### src/rtl/sdcmd_pkg.sv
`timescale 1ns/1ps
package sdcmd_pkg;

   // reply kind carried in the low two bits of the command word
   typedef enum logic [1:0] {
      RSP_NONE  = 2'b00,
      RSP_LONG  = 2'b01,
      RSP_SHORT = 2'b10,
      RSP_BUSY  = 2'b11
   } rsp_kind_e;

   localparam int CRC_IN_W      = 40;
   localparam int CMD_IDX_LSB   = 8;
   localparam int CMD_CHK_IDX   = 4;
   localparam int CMD_CHK_CRC   = 3;
   localparam int ERR_TMO_BIT   = 0;
   localparam int ERR_CRC_BIT   = 1;
   localparam int ERR_IDX_BIT   = 3;

   // CRC7, generator x^7 + x^3 + 1, MSB first, zero seed
   function automatic logic [6:0] crc7(input logic [CRC_IN_W-1:0] d);
      logic [6:0] c;
      logic       fb;
      c = '0;
      for (int i = CRC_IN_W - 1; i >= 0; i--) begin
         fb = d[i] ^ c[6];
         c  = {c[5:0], 1'b0};
         if (fb) c = c ^ 7'h09;
      end
      return c;
   endfunction

endpackage

### src/rtl/sdcmd_tx.sv
`timescale 1ns/1ps
module sdcmd_tx #(
   parameter int FRAME_W = 48
) (
   input  logic               clk,
   input  logic               rst_n,
   input  logic               load,
   input  logic [FRAME_W-1:0] frame,
   output logic               ser_out,
   output logic               ser_oe,
   output logic               last
);
   localparam int CNT_W = $clog2(FRAME_W);

   logic [FRAME_W-1:0] sh;
   logic [CNT_W-1:0]   cnt;
   logic               busy;

   always_ff @(posedge clk) begin
      if (!rst_n) begin
         sh   <= '0;
         cnt  <= '0;
         busy <= 1'b0;
      end else if (load && !busy) begin
         sh   <= frame;
         cnt  <= CNT_W'(FRAME_W - 1);
         busy <= 1'b1;
      end else if (busy) begin
         sh <= {sh[FRAME_W-2:0], 1'b1};
         if (cnt == '0) busy <= 1'b0;
         else           cnt  <= cnt - 1'b1;
      end
   end

   assign ser_out = busy ? sh[FRAME_W-1] : 1'b1;
   assign ser_oe  = busy;
   assign last    = busy && (cnt == '0);

endmodule

### src/rtl/sdcmd_rx.sv
`timescale 1ns/1ps
module sdcmd_rx #(
   parameter int SHORT_BITS = 48,
   parameter int LONG_BITS  = 136,
   parameter int TIMEOUT    = 64
) (
   input  logic                 clk,
   input  logic                 rst_n,
   input  logic                 listen,
   input  logic                 long_sel,
   input  logic                 ser_in,
   output logic                 done,
   output logic                 tmo,
   output logic [LONG_BITS-1:0] data
);
   localparam int RC_W = $clog2(LONG_BITS);
   localparam int TC_W = $clog2(TIMEOUT + 1);

   typedef enum logic [1:0] {RX_IDLE, RX_WAIT, RX_RECV} rx_state_e;

   rx_state_e          st;
   logic [RC_W-1:0]    rcnt;
   logic [TC_W-1:0]    wcnt;
   logic               long_q;
   logic [RC_W-1:0]    last_idx;

   assign last_idx = long_q ? RC_W'(LONG_BITS - 1) : RC_W'(SHORT_BITS - 1);

   always_ff @(posedge clk) begin
      if (!rst_n) begin
         st     <= RX_IDLE;
         rcnt   <= '0;
         wcnt   <= '0;
         long_q <= 1'b0;
         done   <= 1'b0;
         tmo    <= 1'b0;
         data   <= '0;
      end else begin
         done <= 1'b0;
         tmo  <= 1'b0;
         unique case (st)
            RX_IDLE: if (listen) begin
               st     <= RX_WAIT;
               wcnt   <= '0;
               long_q <= long_sel;
            end
            RX_WAIT: if (!ser_in) begin
               data <= {data[LONG_BITS-2:0], 1'b0};
               rcnt <= RC_W'(1);
               st   <= RX_RECV;
            end else if (wcnt == TC_W'(TIMEOUT - 1)) begin
               tmo <= 1'b1;
               st  <= RX_IDLE;
            end else begin
               wcnt <= wcnt + 1'b1;
            end
            RX_RECV: begin
               data <= {data[LONG_BITS-2:0], ser_in};
               if (rcnt == last_idx) begin
                  done <= 1'b1;
                  st   <= RX_IDLE;
               end else begin
                  rcnt <= rcnt + 1'b1;
               end
            end
            default: st <= RX_IDLE;
         endcase
      end
   end

endmodule

### src/rtl/sdcmd_issuer.sv
`timescale 1ns/1ps
module sdcmd_issuer #(
   parameter int ARG_W        = 32,
   parameter int IDX_W        = 6,
   parameter int RESP_TIMEOUT = 64,
   parameter int SHORT_BITS   = 48,
   parameter int LONG_BITS    = 136
) (
   input  logic                  clk,
   input  logic                  rst_n,
   input  logic                  arg_wr,
   input  logic [ARG_W-1:0]      arg_wdata,
   input  logic                  cmd_wr,
   input  logic [15:0]           cmd_wdata,
   input  logic                  sts_clr_wr,
   input  logic [15:0]           nrm_clr_mask,
   input  logic [15:0]           err_clr_mask,
   input  logic                  cmd_in,
   input  logic [3:0]            dat_in,
   output logic                  cmd_out,
   output logic                  cmd_oe,
   output logic [31:0]           present_state,
   output logic [15:0]           nrm_status,
   output logic [15:0]           err_status,
   output logic [LONG_BITS-9:0]  resp_data
);
   import sdcmd_pkg::*;

   localparam int FRAME_W  = IDX_W + ARG_W + 10;
   localparam int RESP_W   = LONG_BITS - 8;
   localparam int CRC_SPAN = SHORT_BITS - 8;

   generate
      if (FRAME_W != SHORT_BITS) begin : g_bad_frame
         $error("command frame and short reply must be equal length");
      end
      if (CRC_SPAN != CRC_IN_W) begin : g_bad_crc
         $error("CRC7 span does not match the short reply");
      end
      if (RESP_TIMEOUT < 2) begin : g_bad_tmo
         $error("reply timeout must be at least two clocks");
      end
      if (LONG_BITS <= SHORT_BITS + 8) begin : g_bad_long
         $error("long reply must exceed the short reply");
      end
   endgenerate

   logic [ARG_W-1:0]     arg_q;
   logic [IDX_W-1:0]     idx_q;
   logic                 chk_idx_q, chk_crc_q;
   rsp_kind_e            kind_q, wr_kind;
   logic                 cmd_inh, dat_inh, busy_wait, cc_q;
   logic [15:0]          err_q, err_set;
   logic [RESP_W-1:0]    resp_q;
   logic                 accept, tx_last, rx_done, rx_tmo, phase_end, no_rsp_end;
   logic [FRAME_W-1:0]   frame;
   logic [LONG_BITS-1:0] rx_data;
   logic [IDX_W-1:0]     wr_idx;
   logic                 crc_bad, idx_bad, short_kind;

   assign wr_kind    = rsp_kind_e'(cmd_wdata[1:0]);
   assign wr_idx     = cmd_wdata[CMD_IDX_LSB +: IDX_W];
   assign accept     = cmd_wr && !cmd_inh;
   assign frame      = {2'b01, wr_idx, arg_q,
                        crc7({2'b01, wr_idx, arg_q}), 1'b1};
   assign no_rsp_end = tx_last && (kind_q == RSP_NONE);
   assign phase_end  = rx_done || rx_tmo;
   assign short_kind = kind_q[1];

   sdcmd_tx #(.FRAME_W(FRAME_W)) u_tx (
      .clk(clk), .rst_n(rst_n), .load(accept), .frame(frame),
      .ser_out(cmd_out), .ser_oe(cmd_oe), .last(tx_last)
   );

   sdcmd_rx #(.SHORT_BITS(SHORT_BITS), .LONG_BITS(LONG_BITS),
              .TIMEOUT(RESP_TIMEOUT)) u_rx (
      .clk(clk), .rst_n(rst_n),
      .listen(tx_last && (kind_q != RSP_NONE)),
      .long_sel(kind_q == RSP_LONG), .ser_in(cmd_in),
      .done(rx_done), .tmo(rx_tmo), .data(rx_data)
   );

   assign crc_bad = crc7(rx_data[SHORT_BITS-1:8]) != rx_data[7:1];
   assign idx_bad = rx_data[SHORT_BITS-3 -: IDX_W] != idx_q;

   always_comb begin
      err_set              = '0;
      err_set[ERR_TMO_BIT] = rx_tmo;
      err_set[ERR_CRC_BIT] = rx_done && short_kind && chk_crc_q && crc_bad;
      err_set[ERR_IDX_BIT] = rx_done && short_kind && chk_idx_q && idx_bad;
   end

   always_ff @(posedge clk) begin
      if (!rst_n) begin
         arg_q     <= '0;
         idx_q     <= '0;
         chk_idx_q <= 1'b0;
         chk_crc_q <= 1'b0;
         kind_q    <= RSP_NONE;
         cmd_inh   <= 1'b0;
         dat_inh   <= 1'b0;
         busy_wait <= 1'b0;
         cc_q      <= 1'b0;
         err_q     <= '0;
         resp_q    <= '0;
      end else begin
         if (arg_wr) arg_q <= arg_wdata;
         if (accept) begin
            idx_q     <= wr_idx;
            chk_idx_q <= cmd_wdata[CMD_CHK_IDX];
            chk_crc_q <= cmd_wdata[CMD_CHK_CRC];
            kind_q    <= wr_kind;
         end
         if (accept)                               cmd_inh <= 1'b1;
         else if (no_rsp_end || phase_end)         cmd_inh <= 1'b0;
         if (accept && (wr_kind == RSP_BUSY))      dat_inh <= 1'b1;
         else if (busy_wait && dat_in[0])          dat_inh <= 1'b0;
         if (phase_end && (kind_q == RSP_BUSY))    busy_wait <= 1'b1;
         else if (busy_wait && dat_in[0])          busy_wait <= 1'b0;
         if (no_rsp_end || rx_done)                cc_q <= 1'b1;
         else if (sts_clr_wr && nrm_clr_mask[0])   cc_q <= 1'b0;
         err_q <= (err_q & ~(sts_clr_wr ? err_clr_mask : 16'h0000)) | err_set;
         if (rx_done) begin
            if (kind_q == RSP_LONG) resp_q <= RESP_W'(rx_data[LONG_BITS-9:8]);
            else                    resp_q <= RESP_W'(rx_data[SHORT_BITS-9:8]);
         end
      end
   end

   assign present_state = {8'h00, dat_in, 18'h0, dat_inh, cmd_inh};
   assign nrm_status    = {|err_q, 14'h0, cc_q};
   assign err_status    = err_q;
   assign resp_data     = resp_q;

   logic unused_bits;
   assign unused_bits = ^{cmd_wdata[15:14], cmd_wdata[7:5], cmd_wdata[2],
                          nrm_clr_mask[15:1], rx_data[LONG_BITS-1:LONG_BITS-8],
                          rx_data[0]};

endmodule

### config.mk
export PLATFORM = sky130hd
export DESIGN_NAME = sdcmd_issuer
export DESIGN_NICKNAME = d
export VERILOG_FILES = /design/src/rtl/sdcmd_pkg.sv /design/src/rtl/sdcmd_tx.sv /design/src/rtl/sdcmd_rx.sv /design/src/rtl/sdcmd_issuer.sv
export SDC_FILE = /design/constraint.sdc
export NUM_CORES = 1
export LEC_CHECK = 0
export BUFFER_PORTS_ARGS = -buffer_cell sky130_fd_sc_hd__buf_2
export CAP_MARGIN = 20
export CORE_AREA = 2 2 175 177
export DETAILED_ROUTE_END_ITERATION = 10
export DIE_AREA = 0 0 177 179
export PLACE_DENSITY = 0.78
export RECOVER_POWER = 100
export SETUP_SLACK_MARGIN = 0.2
export SLEW_MARGIN = 25
export SYNTH_ARGS = -nofsm -noshare
export SYNTH_HDL_FRONTEND = slang
export SYNTH_SLANG_ARGS = --single-unit
### constraint.sdc
create_clock -name clk -period 4.7 [get_ports clk]
set_clock_uncertainty 0.1 [all_clocks]
set_input_delay 0.47 -clock clk [delete_from_list [all_inputs] [get_ports clk]]
set_output_delay 0.47 -clock clk [all_outputs]
set_load 0.02 [all_outputs]
==> results.py <==
metrics = {
    "critical_path": {
        "worst_setup_path_start_kind": "input pin",
        "r2r_cells": 4,
        "required_ps": 4990,
        "reg2reg_from": "u_rx.done",
        "timing.rr.end": "resp_data[98]",
        "cp.arrival_ps": 3750,
        "cp_max_fo": 165,
        "worstSetupPathType": "input pin to flip-flop",
        "cp-end-kind": "flip-flop",
        "reg2reg_slack_ps": 1290,
    },
    "hold_path": {
        "hold_depth": 2,
        "holdPathEnd": "err_status[6]",
        "hp-start": "err_clr_mask[6]",
        "hold_path_class": "input pin to flip-flop",
    },
    "logic_synthesis": {
        "yosysTopAreaCell": "dfxtp_1",
        "synth-seq-area-share": 0.477,
        "synth-main-ff-cell": "dfxtp_1",
        "synth-edff-count": 0,
        "postSynthAreaPerCell_um2": 8.43,
        "netlist_area_mm2": 0.0162,
        "postSynthCellCount": 1918,
        "yosysWarningCount": 0,
        "synth_top_cells_by_area": "dfxtp_1 48%, a21oi_1 10%, nand2_1 8.9%, nor2_1 5.2%, xnor2_1 4.8%",
        "async_flop_share": 0,
        "synth.distinct_cells": 45,
        "synthTopCellsByCount": "385 x dfxtp_1, 383 x nand2_1, 326 x a21oi_1",
        "synth.most_common_cell": "dfxtp_1",
        "synth_seq_cells": 385,
        "synth_top_area_frac": 0.477,
    },
    "floorplan": {
        "die_w_um": 177,
        "num_rows": 64,
        "die-area_mm2": 0.0317,
        "fp.coreArea_mm2": 0.0300,
        "num_io_pins": 284,
        "start_util": 0.538,
        "die_height_um": 179,
    },
    "clocking": {
        "cts_tree": "yes",
        "cts-root-buf": "clkbuf_16",
        "cts_resized": 0,
        "cts.sinks": 385,
        "cts_inserted_buffers": 40,
        "clkTransAtPathRegs_ps": 60,
        "cts_hold_buf": 0,
        "insertion_delay_ps": 520,
        "h-tree-depth": 2,
        "cts_setup_buffers": 0,
        "clock_path_buffers": 3,
    },
    "power_and_ir_drop": {
        "internal_power_w": 0.00579,
        "p_per_area_mw_per_mm2": 413,
        "clkPwrFrac": 0.443,
        "leakage_nw": 7.04,
        "p_sw_w": 0.00177,
        "finalPower_w": 0.00757,
        "netSwitchingFraction": 0.235,
        "vdd_drop_max_mv": 0.333,
        "seqPwrFrac": 0.449,
        "p_comb_frac": 0.109,
    },
    "sta": {
        "period_minus_slack_ps": 3460,
        "setup_viol": 0,
        "hold_viol": 0,
        "fmax_ghz": 0.289,
        "finalCritPeriodShare": 0.736,
        "setup_tns_ps": 0,
        "slew_violations": 269,
        "worst_slew_pin_slew_ps": 1900,
        "timing.slew.headroom": -0.270,
        "rsz0062_at_grt": "false",
    },
    "final_layout": {
        "drive_gt1_frac": 0.0773,
        "nets": 2134,
        "final_cell_area_mm2": 0.0183,
        "nFillCells": 2651,
        "syn_to_final_growth_pct": 13.4,
        "diodes": 0,
    },
    "routing": {
        "wl_mm": 35.3,
        "drtIter0Drc": 932,
        "drc_errors": 0,
        "vias": 12800,
        "firstDrtPassIters": 5,
        "vias_per_cell": 5.19,
        "wl_per_cell_um": 14.3,
        "antenna_left": 0,
    },
    "global_route": {
        "antenna_found_initial": 0,
        "grt_util_all_layers": 0.214,
        "grt_pass1_wl_mm": 57.0,
        "grt_pass1_vias": 11700,
        "grt-ovfl-total": 0,
        "grt_max_degree": 166,
    },
    "place": {
        "hpwl_mm": 22.4,
        "gp_congestion": 0.843,
        "io_buffers": 208,
        "place_area_mm2": 0.0171,
    },
    "run_status": {
        "failed_checks": "max-capacitance violations, max-slew violations",
        "status": "finished with violations",
    },
    "run": {
        "maxCapViolations": 5,
    },
}
## cell usage in the layout, fill, tap and decap left out, types with 3 or more instances in the layout
cell type,count
nand2_1,382
xnor2_1,88
a211oi_1,4
nor2b_1,93
o21ai_0,18
clkinv_2,9
nand3_1,7
xnor3_1,20
xnor2_2,4
a31oi_1,9
ha_1,3
buf_4,4
nand2b_1,7
mux2i_1,69
nand4_1,7
buf_2,65
inv_1,4
nor2_1,224
clkbuf_16,42
bufinv_16,5
nor4_1,6
clkbuf_8,12
clkbuf_1,148
and3_1,6
conb_1,48
dfxtp_1,383
xor2_1,34
nor3_1,7
a21oi_1,327
## cells by family after synthesis
logic type	share of synthesized area
compound gates	0.116
fa+ha+maj	0.00232
mux	0.0427
simple gates	0.198
other cells	0.000232
buf+inv	0.0570
flops	0.477
xor+xnor	0.107
## stage by stage
step                cells  hold slack, ps   util  worst slack (ps)
floorplan            1965             332      -              2000
global placement     2394             332  0.569              1590
detailed placement   2395             342  0.570              1520
CTS                  2467            1.08  0.618              1690
global route         2467            3.51  0.611               904
finish               2467            21.3  0.611              1240
## flip-flops by register name (all words and copies together), names as in the netlist
name	cells
u_rx.data	128
resp_data	120
u_tx.sh	48
arg_q	32
err_status	16
u_rx.rcnt	8
u_rx.wcnt	7
idx_q	6
u_tx.cnt	6
kind_q	2
u_rx.st	2
busy_wait	1
cc_q	1
chk_crc_q	1
chk_idx_q	1
cmd_inh	1
dat_inh	1
u_rx.done	1
u_rx.long_q	1
u_rx.tmo	1
u_tx.ser_oe	1
## power groups by stage
stage / registers, W / clock network, W / logic [W]
detailed placement: 0.00346 / 0 / 0.000818
global route: 0.00340 / 0.00356 / 0.000905
CTS: 0.00339 / 0.00342 / 0.000826
global placement: 0.00346 / 0 / 0.000793
finish: 0.00339 / 0.00335 / 0.000822
floorplan: 0.00345 / 0 / 0.000715
## cell type report
type | instances | area, µm² | area share
Inverter | 5 | 26.3 | 0.00143
Timing Repair Buffer | 217 | 941 | 0.0513
Sequential cell | 385 | 7710 | 0.421
Clock buffer | 58 | 1230 | 0.0671
Clock inverter | 14 | 195 | 0.0106
Multi-Input combinational cell | 1392 | 7740 | 0.422
Tap cell | 396 | 495 | 0.0270
## per-layer routing
layer | GRT usage | share of wire
met4 | 0.0671 | 0.022
met1 | 0.285 | 0.45
met5 | 0 | 0
met2 | 0.357 | 0.48
met3 | 0.0369 | 0.049
## worst max-delay path by stage
stage | from | end | slack, ps | cells after the start
after floorplan | u_tx.cnt[0] | u_rx.wcnt[6] | 2000 | 10
after global placement | cmd_wdata[9] | u_tx.sh[5] | 1590 | 9
after detailed placement | cmd_wdata[9] | u_tx.sh[5] | 1520 | 9
after CTS | u_rx.data[43] | err_status[1] | 1690 | 8
after global routing | rst_n | u_tx.cnt[1] | 900 | 4
final | rst_n | u_tx.cnt[1] | 1240 | 4
## critical path, stage by stage
cell	delay (ps)
clkbuf_1	1160
inv_8	610
clkbuf_4	1000
a211oi_1	460
Note: power is estimated with default switching activity, not from simulation.
